File: src/rtl/ir_norm_pkg.sv
// Package: shared constants and types of the IR pulse event normalizer.
// Assumes capture entries are one byte: a level bit above a 7-bit tick count.
package ir_norm_pkg;
    localparam int ENT_W        = 8;
    localparam int LEN_W        = ENT_W - 1;
    localparam int HDR_UNITS    = 16;   // nominal header length in pulse-distance units
    localparam int HDR_TOL      = 2;    // header tolerance in the same units
    localparam int SPLIT_LO_X2  = 3;    // lower split bound, in half bi-phase units
    localparam int SPLIT_HI_X2  = 5;    // upper split bound, in half bi-phase units

    typedef enum logic {
        PROTO_PD = 1'b0,
        PROTO_BP = 1'b1
    } proto_e;
endpackage

File: src/rtl/ir_run_acc.sv
// Module: ir_run_acc
// Merges same-level capture entries into one run and reports a run as closed
// when an entry of the other level arrives. Assumes take and clear never
// coincide; the top guarantees this.
module ir_run_acc
    import ir_norm_pkg::*;
#(
    parameter int DUR_W = 12
) (
    input  logic             clk,
    input  logic             rst_n,
    input  logic             take,
    input  logic             ent_lvl,
    input  logic [LEN_W-1:0] ent_len,
    input  logic             clear,
    output logic             closed,
    output logic             closed_lvl,
    output logic [DUR_W-1:0] closed_len,
    output logic             rcv,
    output logic [DUR_W-1:0] cur_len
);
    localparam logic [DUR_W-1:0] DUR_MAX = '1;

    logic             lvl_q;
    logic [DUR_W:0]   sum_w;
    logic [DUR_W-1:0] sum_sat;

    // Saturating addition of the new entry to the open run.
    always_comb begin
        sum_w   = {1'b0, cur_len} + (DUR_W+1)'(ent_len);
        sum_sat = sum_w[DUR_W] ? DUR_MAX : sum_w[DUR_W-1:0];
    end

    // A level change while a run is open closes that run.
    always_comb begin
        closed     = take && rcv && (ent_lvl != lvl_q);
        closed_lvl = lvl_q;
        closed_len = cur_len;
    end

    // Run state: open flag, level and accumulated length.
    always_ff @(posedge clk) begin
        if (!rst_n || clear) begin
            rcv     <= 1'b0;
            lvl_q   <= 1'b0;
            cur_len <= '0;
        end else if (take) begin
            if (!rcv || (ent_lvl != lvl_q)) begin
                rcv     <= 1'b1;
                lvl_q   <= ent_lvl;
                cur_len <= DUR_W'(ent_len);
            end else begin
                cur_len <= sum_sat;
            end
        end
    end

    // an entry that opens a run closes nothing.
    a_r2_first_silent: assert property (@(posedge clk) disable iff (!rst_n)
        (take && !rcv) |-> !closed);
    // a clear leaves no open run behind.
    a_r9_clear_state: assert property (@(posedge clk) disable iff (!rst_n)
        clear |=> (!rcv && cur_len == '0));
endmodule

File: src/rtl/ir_run_shape.sv
// Module: ir_run_shape
// Classifies the first closed run of a frame as the header and picks the
// protocol. In bi-phase frames it marks double-cell runs for splitting.
// Assumes the unit parameters are in sample ticks and DUR_W fits the header.
module ir_run_shape
    import ir_norm_pkg::*;
#(
    parameter int DUR_W         = 12,
    parameter int PD_UNIT_TICKS = 9,
    parameter int BP_UNIT_TICKS = 14
) (
    input  logic             clk,
    input  logic             rst_n,
    input  logic             closed,
    input  logic [DUR_W-1:0] len,
    input  logic             clear,
    output logic             hdr_seen,
    output logic             proto_bp,
    output logic             split,
    output logic [DUR_W-1:0] out_len
);
    localparam logic [31:0] HDR_LO = 32'((HDR_UNITS - HDR_TOL) * PD_UNIT_TICKS);
    localparam logic [31:0] HDR_HI = 32'((HDR_UNITS + HDR_TOL) * PD_UNIT_TICKS);
    localparam logic [31:0] SPL_LO = 32'(SPLIT_LO_X2 * BP_UNIT_TICKS);
    localparam logic [31:0] SPL_HI = 32'(SPLIT_HI_X2 * BP_UNIT_TICKS);

    logic [31:0] len32;
    logic [31:0] len_x2;
    logic        in_hdr_win;
    logic        in_spl_win;

    // Window tests; the split test compares doubled length to stay exact.
    always_comb begin
        len32      = 32'(len);
        len_x2     = len32 << 1;
        in_hdr_win = (len32 > HDR_LO) && (len32 < HDR_HI);
        in_spl_win = (len_x2 > SPL_LO) && (len_x2 < SPL_HI);
    end

    // Split decision and the length that goes out on the event port.
    always_comb begin
        split   = closed && hdr_seen && (proto_bp == PROTO_BP) && in_spl_win;
        out_len = split ? (len >> 1) : len;
    end

    // Header tracking and protocol selection.
    always_ff @(posedge clk) begin
        if (!rst_n) begin
            hdr_seen <= 1'b0;
            proto_bp <= PROTO_PD;
        end else if (clear) begin
            hdr_seen <= 1'b0;
        end else if (closed && !hdr_seen) begin
            hdr_seen <= 1'b1;
            proto_bp <= in_hdr_win ? PROTO_PD : PROTO_BP;
        end
    end

    // the protocol flag moves only when a header closes.
    a_r3_proto_at_hdr: assert property (@(posedge clk) disable iff (!rst_n)
        !$stable(proto_bp) |-> $past(closed && !hdr_seen));
    // a flush or overflow forgets the header.
    a_r7_hdr_cleared: assert property (@(posedge clk) disable iff (!rst_n)
        clear |=> !hdr_seen);
endmodule

File: src/rtl/ir_evt_out.sv
// Module: ir_evt_out
// One-entry output register with valid/ready. It can replay its content once
// for a split run and raises frame_done after the last event of a frame.
// Assumes load is asserted only while slot_free is high.
module ir_evt_out #(
    parameter int DUR_W = 12
) (
    input  logic             clk,
    input  logic             rst_n,
    input  logic             load,
    input  logic             ld_lvl,
    input  logic [DUR_W-1:0] ld_dur,
    input  logic             ld_twice,
    input  logic             ld_last,
    input  logic             flush_empty,
    input  logic             ev_ready,
    output logic             ev_valid,
    output logic             ev_level,
    output logic [DUR_W-1:0] ev_dur,
    output logic             slot_free,
    output logic             frame_done
);
    logic rep_q;
    logic last_q;
    logic hs;

    // Handshake and the free-slot condition seen by the input side.
    always_comb begin
        hs        = ev_valid && ev_ready;
        slot_free = !ev_valid || (ev_ready && !rep_q);
    end

    // Output register with a one-time replay for split runs.
    always_ff @(posedge clk) begin
        if (!rst_n) begin
            ev_valid <= 1'b0;
            ev_level <= 1'b0;
            ev_dur   <= '0;
            rep_q    <= 1'b0;
            last_q   <= 1'b0;
        end else if (load) begin
            ev_valid <= 1'b1;
            ev_level <= ld_lvl;
            ev_dur   <= ld_dur;
            rep_q    <= ld_twice;
            last_q   <= ld_last;
        end else if (hs) begin
            if (rep_q) begin
                rep_q <= 1'b0;
            end else begin
                ev_valid <= 1'b0;
                last_q   <= 1'b0;
            end
        end
    end

    // Frame-done pulse after the final event leaves or after an empty flush.
    always_ff @(posedge clk) begin
        if (!rst_n) begin
            frame_done <= 1'b0;
        end else begin
            frame_done <= (hs && !rep_q && last_q) || flush_empty;
        end
    end

    // a stalled event holds its content.
    a_r10_hold: assert property (@(posedge clk) disable iff (!rst_n)
        (ev_valid && !ev_ready) |=> (ev_valid && $stable(ev_level) && $stable(ev_dur)));
    // the second beat of a split repeats the first.
    a_r5_second_beat: assert property (@(posedge clk) disable iff (!rst_n)
        (hs && rep_q) |=> (ev_valid && $stable(ev_level) && $stable(ev_dur)));
    // nothing is loaded over a pending event.
    a_r10_no_overwrite: assert property (@(posedge clk) disable iff (!rst_n)
        load |-> slot_free);
endmodule

File: src/rtl/ir_pulse_norm.sv
// Module: ir_pulse_norm (top)
// Turns run-length capture entries into normalized pulse/space events. Ties
// the run accumulator, header/split shaper and output register together and
// handles packet-end flush and overflow. Assumes pkt_end comes after the
// frame's last entry has been offered.
module ir_pulse_norm
    import ir_norm_pkg::*;
#(
    parameter int DUR_W         = 12,
    parameter int PD_UNIT_TICKS = 9,
    parameter int BP_UNIT_TICKS = 14
) (
    input  logic             clk,
    input  logic             rst_n,
    input  logic             in_valid,
    output logic             in_ready,
    input  logic [ENT_W-1:0] in_data,
    input  logic             pkt_end,
    input  logic             fifo_ovf,
    output logic             ev_valid,
    input  logic             ev_ready,
    output logic             ev_level,
    output logic [DUR_W-1:0] ev_dur,
    output logic             proto_biphase,
    output logic             frame_done
);
    logic             flush_req;
    logic             slot_free;
    logic             take;
    logic             flush_go;
    logic             flush_emit;
    logic             flush_empty;
    logic             clear;
    logic             closed;
    logic             closed_lvl;
    logic [DUR_W-1:0] closed_len;
    logic             rcv;
    logic [DUR_W-1:0] cur_len;
    logic             hdr_seen;
    logic             split;
    logic [DUR_W-1:0] shaped_len;
    logic             load;
    logic             ld_lvl;
    logic [DUR_W-1:0] ld_dur;

    // Input acceptance and flush scheduling.
    always_comb begin
        in_ready    = slot_free && !flush_req && !fifo_ovf;
        take        = in_valid && in_ready;
        flush_go    = flush_req && slot_free && !fifo_ovf;
        flush_emit  = flush_go && rcv && (cur_len != '0);
        flush_empty = flush_go && !flush_emit;
        clear       = flush_go || fifo_ovf;
    end

    // Event source: a closed run (possibly halved) or the flushed run.
    always_comb begin
        load   = closed || flush_emit;
        ld_lvl = closed_lvl;
        ld_dur = closed ? shaped_len : cur_len;
    end

    // Pending flush request; overflow cancels it.
    always_ff @(posedge clk) begin
        if (!rst_n || fifo_ovf) begin
            flush_req <= 1'b0;
        end else if (pkt_end) begin
            flush_req <= 1'b1;
        end else if (flush_go) begin
            flush_req <= 1'b0;
        end
    end

    ir_run_acc #(
        .DUR_W (DUR_W)
    ) u_acc (
        .clk        (clk),
        .rst_n      (rst_n),
        .take       (take),
        .ent_lvl    (in_data[ENT_W-1]),
        .ent_len    (in_data[LEN_W-1:0]),
        .clear      (clear),
        .closed     (closed),
        .closed_lvl (closed_lvl),
        .closed_len (closed_len),
        .rcv        (rcv),
        .cur_len    (cur_len)
    );

    ir_run_shape #(
        .DUR_W         (DUR_W),
        .PD_UNIT_TICKS (PD_UNIT_TICKS),
        .BP_UNIT_TICKS (BP_UNIT_TICKS)
    ) u_shape (
        .clk      (clk),
        .rst_n    (rst_n),
        .closed   (closed),
        .len      (closed_len),
        .clear    (clear),
        .hdr_seen (hdr_seen),
        .proto_bp (proto_biphase),
        .split    (split),
        .out_len  (shaped_len)
    );

    ir_evt_out #(
        .DUR_W (DUR_W)
    ) u_out (
        .clk         (clk),
        .rst_n       (rst_n),
        .load        (load),
        .ld_lvl      (ld_lvl),
        .ld_dur      (ld_dur),
        .ld_twice    (split),
        .ld_last     (flush_emit),
        .flush_empty (flush_empty),
        .ev_ready    (ev_ready),
        .ev_valid    (ev_valid),
        .ev_level    (ev_level),
        .ev_dur      (ev_dur),
        .slot_free   (slot_free),
        .frame_done  (frame_done)
    );

    // no entry is taken while a flush is pending.
    a_r7_no_take_in_flush: assert property (@(posedge clk) disable iff (!rst_n)
        flush_req |-> !in_ready);
    // an overflow leaves no flush pending.
    a_r9_ovf_cancels: assert property (@(posedge clk) disable iff (!rst_n)
        fifo_ovf |=> !flush_req);
    // reset state at the ports.
    a_r12_reset_state: assert property (@(posedge clk)
        !rst_n |=> (!ev_valid && !frame_done && !proto_biphase));
endmodule

File: config.mk
export PLATFORM = sky130hd
export DESIGN_NAME = ir_pulse_norm
export DESIGN_NICKNAME = d
export VERILOG_FILES = /design/src/rtl/ir_norm_pkg.sv /design/src/rtl/ir_run_acc.sv /design/src/rtl/ir_run_shape.sv /design/src/rtl/ir_evt_out.sv /design/src/rtl/ir_pulse_norm.sv
export SDC_FILE = /design/constraint.sdc
export NUM_CORES = 1
export LEC_CHECK = 0
export ABC_AREA = 1
export BUFFER_PORTS_ARGS = -buffer_cell sky130_fd_sc_hd__buf_2
export CORE_MARGIN = 10
export CORE_UTILIZATION = 49
export DETAILED_ROUTE_END_ITERATION = 10
export PLACE_DENSITY = 0.7
export SYNTH_ARGS = -nofsm -noshare
export SYNTH_HDL_FRONTEND = slang
export SYNTH_SLANG_ARGS = --single-unit
File: constraint.sdc
create_clock -name clk -period 4.5 [get_ports clk]
set_clock_uncertainty 0.15 [all_clocks]
set_input_delay 0.225 -clock clk [delete_from_list [all_inputs] [get_ports clk]]
set_output_delay 0.225 -clock clk [all_outputs]
set_load 0.01 [all_outputs]
==> impl_metrics.ini, run 1 <==
[status]
status = complete, no violations

[global_route]
use_met2_pct = 22.9
gr-max-usage-layer = met2
use_met3_pct = 3.84
overflow = 0
antenna_found_initial = 0
grt_pass1_wl_um = 9190
grt_use_total_pct = 14.8
grt_max_degree = 17
met1_usage_pct = 18.7
grt_pass1_vias = 2077

[flow_run]
maxCapViolations = 0

[synth]
synth_area_leaders = dfxtp_1 31%, nand2_1 15%, inv_1 8.1%
netlist.area_leader.share_pct = 30.6
synth_area_mm2 = 0.00223
syn-instance-count = 341
synth_seq_area_share_pct = 30.6
syn_nets = 363
ys_ff_latch = 34
synth_top_area_cell = dfxtp_1
ys_warn_count = 0
synth.distinct_cells = 35
synth_area_per_cell_um2 = 6.53

[placement]
placed_cell_area_mm2 = 0.00239
post-dp-hpwl_um = 4020
dp_slack_ns = 2.14
place_inst = 418
gp_congestion = 0.882
portBuffers = 30

[power_and_ir_drop]
power.leakage_nw = 1.27
ir_worst_vdd_mv = 0.140
p_per_area_mw_per_mm2 = 250
finalPower_mw = 0.623

[sta]
fin_ws_ns = 2.12
finalSetupTns_ns = 0
drv_slew = 0
setup_viol = 0
worst_pin_slew_ns = 0.461
timing.fmax_mhz = 421
slew_headroom_pct = 69.3
fin_crit_sh_pct = 52.8
period_minus_slack_ns = 2.38
hold_violations = 0
rsz0062_at_grt = no
whs_ns = 0.0433

[worst_setup_path]
r2r-start = u_acc.closed_len[0]$_SDFFE_PP0N_
cp-endpoint = u_acc.closed_len[0]$_SDFFE_PP0N_
crit_slowest_cell = dfxtp_1
end_kind = flop
cp.required_ns = 4.56
critPathMaxFanout = 5
critPathKind = reg2reg
cp-startpoint = u_acc.closed_len[0]$_SDFFE_PP0N_
crit_chain = ha_1, inv_1, fa_1, inv_1, nand3_1, nand2_1, nand2_1, nand2_1, nand2_1, nand2_1, o21bai_1, a21oi_1
cp_common_cell = nand2_1
cp-start-kind = flop
reg2reg_depth = 12
reg2reg_slack_ns = 2.12
worstPathArrival_ns = 2.44
reg2reg_to = u_acc.closed_len[0]$_SDFFE_PP0N_
slowest_delay_ns = 0.42

[routing]
drt_iter0_drc = 113
drc = 0
via_per_inst = 5.05
via_count = 2151
wire_per_inst_um = 12.4
drtPass1Iterations = 4
routed_wirelength_um = 5280
detail-route-antenna-nets = 0

[final_layout]
fin_util_pct = 56.8
antenna_cells = 0
fin_area_mm2 = 0.00249
final_layout_size_suffix_gt1_share_pct = 16.3
num-nets-final = 395
fin_cells = 426
area_growth_pct = 11.9

[clock_network]
clock_sinks = 34
hold_buffers = 0
postCtsSetupRepairBufs = 0
cts_root_buf = clkbuf_8
numCtsBuffers = 5
cts_resized = 0
insertion_delay_ns = 0.29
cts_tree = done
clkTransAtPathRegs_ns = 0.07
h-tree-depth = 2
clk_path_buf_depth = 2

[floorplanning]
die_h_um = 87.4
initial_core_util_pct = 50.8
die_w_um = 87.4
coreArea_mm2 = 0.00438
fp-row-count = 24
dieArea_mm2 = 0.00764
pin_count = 31

[min_path]
hp-class = in2reg
## cell usage after synthesis (all sizes together)
cell type  instances
xnor2              2
inv               49
nand3             35
o211ai             1
fa                 1
nand3b             3
nor3               5
buf                5
dfxtp             34
a21oi             25
ha                 7
or2                4
nand4              4
nor2              40
clkinv             2
o21ai             22
o21bai             3
a21boi             2
nand2             95
xor2               2
## worst min-delay path by stage
stage,from,depth (start not counted),to
after CTS,fifo_ovf,2,flush_req$_SDFFE_PP0P_
final,fifo_ovf,2,flush_req$_SDFFE_PP0P_
after floorplan,fifo_ovf,1,flush_req$_SDFFE_PP0P_
after global placement,u_out.ev_dur[10]$_SDFFE_PN0P_,2,u_out.ev_dur[10]$_SDFFE_PN0P_
after detailed placement,u_out.ev_dur[7]$_SDFFE_PN0P_,2,u_out.ev_dur[7]$_SDFFE_PN0P_
after global routing,fifo_ovf,2,flush_req$_SDFFE_PP0P_
## power by group
group / total, mW / switching, mW / internal (mW)
Sequential: 0.310 / 0.00535 / 0.305
Combinational: 0.0691 / 0.0435 / 0.0256
Clock: 0.243 / 0.120 / 0.123
## layer usage
layer,vias to the layer above,routed length [um]
met5,-,0
met4,0,76
met3,5,293
met2,47,2370
li1,1151,-
met1,948,2540
## cells in the final DEF, fill, tap and decap left out, drive strengths merged, types with 3 or more instances in the layout
master and n:
nand2 95, inv 49, nor2 40, nand3 35, dfxtp 34, buf 30
a21oi 25, o21ai 22, ha 7, clkbuf 6, nor3 5, or2 4
nand4 4, nand3b 3, o21bai 3, clkinv 3
## layout make-up
class	count	area [um^2]
tap	52	65.1
fill	464	1890
timing repair buffer	30	150
sequential	34	681
inverter	51	193
multi-input combinational	251	1310
clock buffer	6	82.6
clock inverter	2	12.5
## worst max-delay path, delay by kind of cell (launching register included)
kind | cells | cell delay (ns)
buf+inv | 2 | 0.13
fa+ha+maj | 2 | 0.61
compound gates | 2 | 0.20
simple gates | 6 | 0.78
flops | 1 | 0.42
## flip-flops by register name (all words and copies together), names as in the netlist
register and flops:
u_out.ev_valid 1, u_shape.proto_bp 1, u_out.ev_dur 12, flush_req 1, u_out.rep_q 1, u_acc.rcv 1
u_acc.closed_len 12, u_shape.hdr_seen 1, u_out.last_q 1, u_out.ev_level 1, u_out.frame_done 1, u_acc.closed_lvl 1
## cells by family after synthesis
| logic type | after synthesis | share of synthesized area [%] |
|---|---|---|
| fa+ha+maj | 8 | 4.83 |
| simple gates | 186 | 39.2 |
| buf+inv | 56 | 10.7 |
| flops | 34 | 30.6 |
| xor+xnor | 4 | 1.91 |
| compound gates | 53 | 12.8 |
(Power assumes the default switching activity.)
==> run 2, diff against run 1 <==
==> constraint.sdc (replaced) <==
create_clock -name clk -period 2.2 [get_ports clk]
set_clock_uncertainty 0.15 [all_clocks]
set_input_delay 0.11 -clock clk [delete_from_list [all_inputs] [get_ports clk]]
set_output_delay 0.11 -clock clk [all_outputs]
set_load 0.01 [all_outputs]
==> impl_metrics.ini, run 2 (synthesized netlist as in run 1, its figures left out) <==
[status]
status = complete, no violations

[floorplanning]
fp-row-count = 24
pin_count = 31
die_w_um = 87.4
initial_core_util_pct = 50.8
coreArea_mm2 = 0.00438
die_h_um = 87.4
dieArea_mm2 = 0.00764

[placement]
place_inst = 428
portBuffers = 30
post-dp-hpwl_um = 4260
gp_congestion = 0.851

[sta]
worst_pin_slew_ns = 0.534
timing.fmax_mhz = 492
finalSetupTns_ns = 0
setup_viol = 0
slew_headroom_pct = 64.1
period_minus_slack_ns = 2.03
drv_slew = 0
rsz0062_at_grt = no
hold_violations = 0
fin_crit_sh_pct = 92.3

[final_layout]
final_common_cell = nand2_1
fill_cells = 427
antenna_cells = 0
final_layout_size_suffix_gt1_share_pct = 19.6
num-nets-final = 409
final_cell_mix = 87 x nand2_1, 48 x inv_1, 34 x nor2_1, 34 x dfxtp_1, 33 x nand3_1
fin_cells = 440
area_growth_pct = 17.3

[worst_setup_path]
slowest_delay_ns = 0.34
cp.required_ns = 2.28
critPathKind = reg2reg
cp-start-kind = flop
end_kind = flop
critPathMaxFanout = 4
critPathBufInv = 3
worstPathArrival_ns = 2.11
crit_family = adder cells
cp_common_cell = nand2_1
crit_chain = ha_2, inv_1, fa_2, inv_1, nand3_1, nand2_1, nand2_1, nand2_2, a21oi_1, buf_4, nand2_1, nand2_1, a21oi_1
crit_slowest_cell = dfxtp_1

[routing]
via_count = 2228
wire_per_inst_um = 12.5
drt_iter0_drc = 128
drtPass1Iterations = 5
drc = 0
routed_wirelength_um = 5500
via_per_inst = 5.06
detail-route-antenna-nets = 0

[flow_run]
maxCapViolations = 0

[power_and_ir_drop]
p_per_area_mw_per_mm2 = 489
p_sw_share_pct = 26.4
power.leakage_nw = 1.34
clock_power_share_pct = 37.8
pwr-share-seq_pct = 49.4
p_int_mw = 0.941
p_comb_share_pct = 12.8
switching_power_mw = 0.337
ir_worst_vdd_mv = 0.471

[global_route]
antenna_found_initial = 0
grt_max_degree = 16
overflow = 0
grt_pass1_vias = 2043
grt_use_total_pct = 14.7
grt_pass1_wl_um = 9250

[clock_network]
clkTransAtPathRegs_ns = 0.07
numCtsBuffers = 5
h-tree-depth = 2
cts_tree = done
insertion_delay_ns = 0.29
clock_sinks = 34
cts_root_buf = clkbuf_8
clk_path_buf_depth = 2

[min_path]
hp-class = in2reg
-- run 2: cell count changes in the layout (fill, tap and decap cells not counted) --
cell / delta
buf_4: +11
clkbuf_1: +1
clkinvlp_4: -1
dlygate4sd3_1: +3
fa_1: -1
fa_2: +1
ha_1: -1
ha_2: +1
nand2_1: -3
nand2_2: +3
-- run 2: what timing repair did --
item                                   4_1_cts  5_1_grt
hold buffers                                 3        0
buffers inserted                             0        1
setup endpoints to repair                    0        9
gates resized for setup                      0        5
endpoints found under the hold margin        2        0
-- run 2: final cells by class --
type                    count  area, um^2  area share (%)
flip-flops and latches     34         681            26.1
multi-input cells         251        1320            50.5
clock inverters             1        5.00           0.192
clock buffers               7        86.3            3.31
inverters                  51         193            7.38
repair buffers             44         263            10.1
well taps                  52        65.1            2.49
-- run 2: per-layer routing --
layer / vias up / share of wire (%) / wire length, um / global-route usage [%]
met4: 0 / 1.0 / 55 / 3.91
met3: 8 / 5.9 / 327 / 4.87
met1: 1005 / 47 / 2600 / 18.8
met5: - / 0 / 0 / 0
li1: 1177 / - / - / -
met2: 38 / 46 / 2520 / 23.0
-- run 2: final timing paths --
path                                    start                               end  slack (ns)  cells after the start
max          u_acc.closed_len[0]$_SDFFE_PP0N_  u_acc.closed_len[1]$_SDFFE_PP0N_        0.17                     13
min                                in_data[7]     u_acc.closed_lvl$_SDFFE_PP0P_       0.002                      3
max reg2reg  u_acc.closed_len[0]$_SDFFE_PP0N_  u_acc.closed_len[1]$_SDFFE_PP0N_        0.17                     13
min reg2reg     u_out.ev_dur[11]$_SDFFE_PN0P_     u_out.ev_dur[11]$_SDFFE_PN0P_        0.35                      2
-- run 2: power by group through the flow --
| stage | clock [mW] | sequential [mW] | combinational [mW] |
|---|---|---|---|
| finish | 0.483 | 0.631 | 0.163 |
| global route | 0.526 | 0.632 | 0.182 |
| CTS | 0.492 | 0.631 | 0.162 |
| detailed placement | 0 | 0.645 | 0.157 |
| global placement | 0 | 0.645 | 0.156 |
| floorplan | 0 | 0.647 | 0.101 |
-- run 2: per-stage QoR --
stage	power [mW]	util, %	instance area (um^2)	worst slack, ns	hold WS [ns]
3_3_place_gp	0.800	56.3	2470	0.138	0.231
5_1_grt	1.34	59.6	2610	0.0273	0.0161
6_report	1.28	59.6	2610	0.169	0.00226
3_5_place_dp	0.802	56.3	2470	0.0581	0.242
2_1_floorplan	0.748	-	2230	0.209	0.0393
4_1_cts	1.28	59.1	2590	0.0390	0.00155
-- run 2: worst min-delay path: cells and delay by family --
family,cells,cell delay (ns)
simple gates,2,0.15
buf+inv,1,0.13
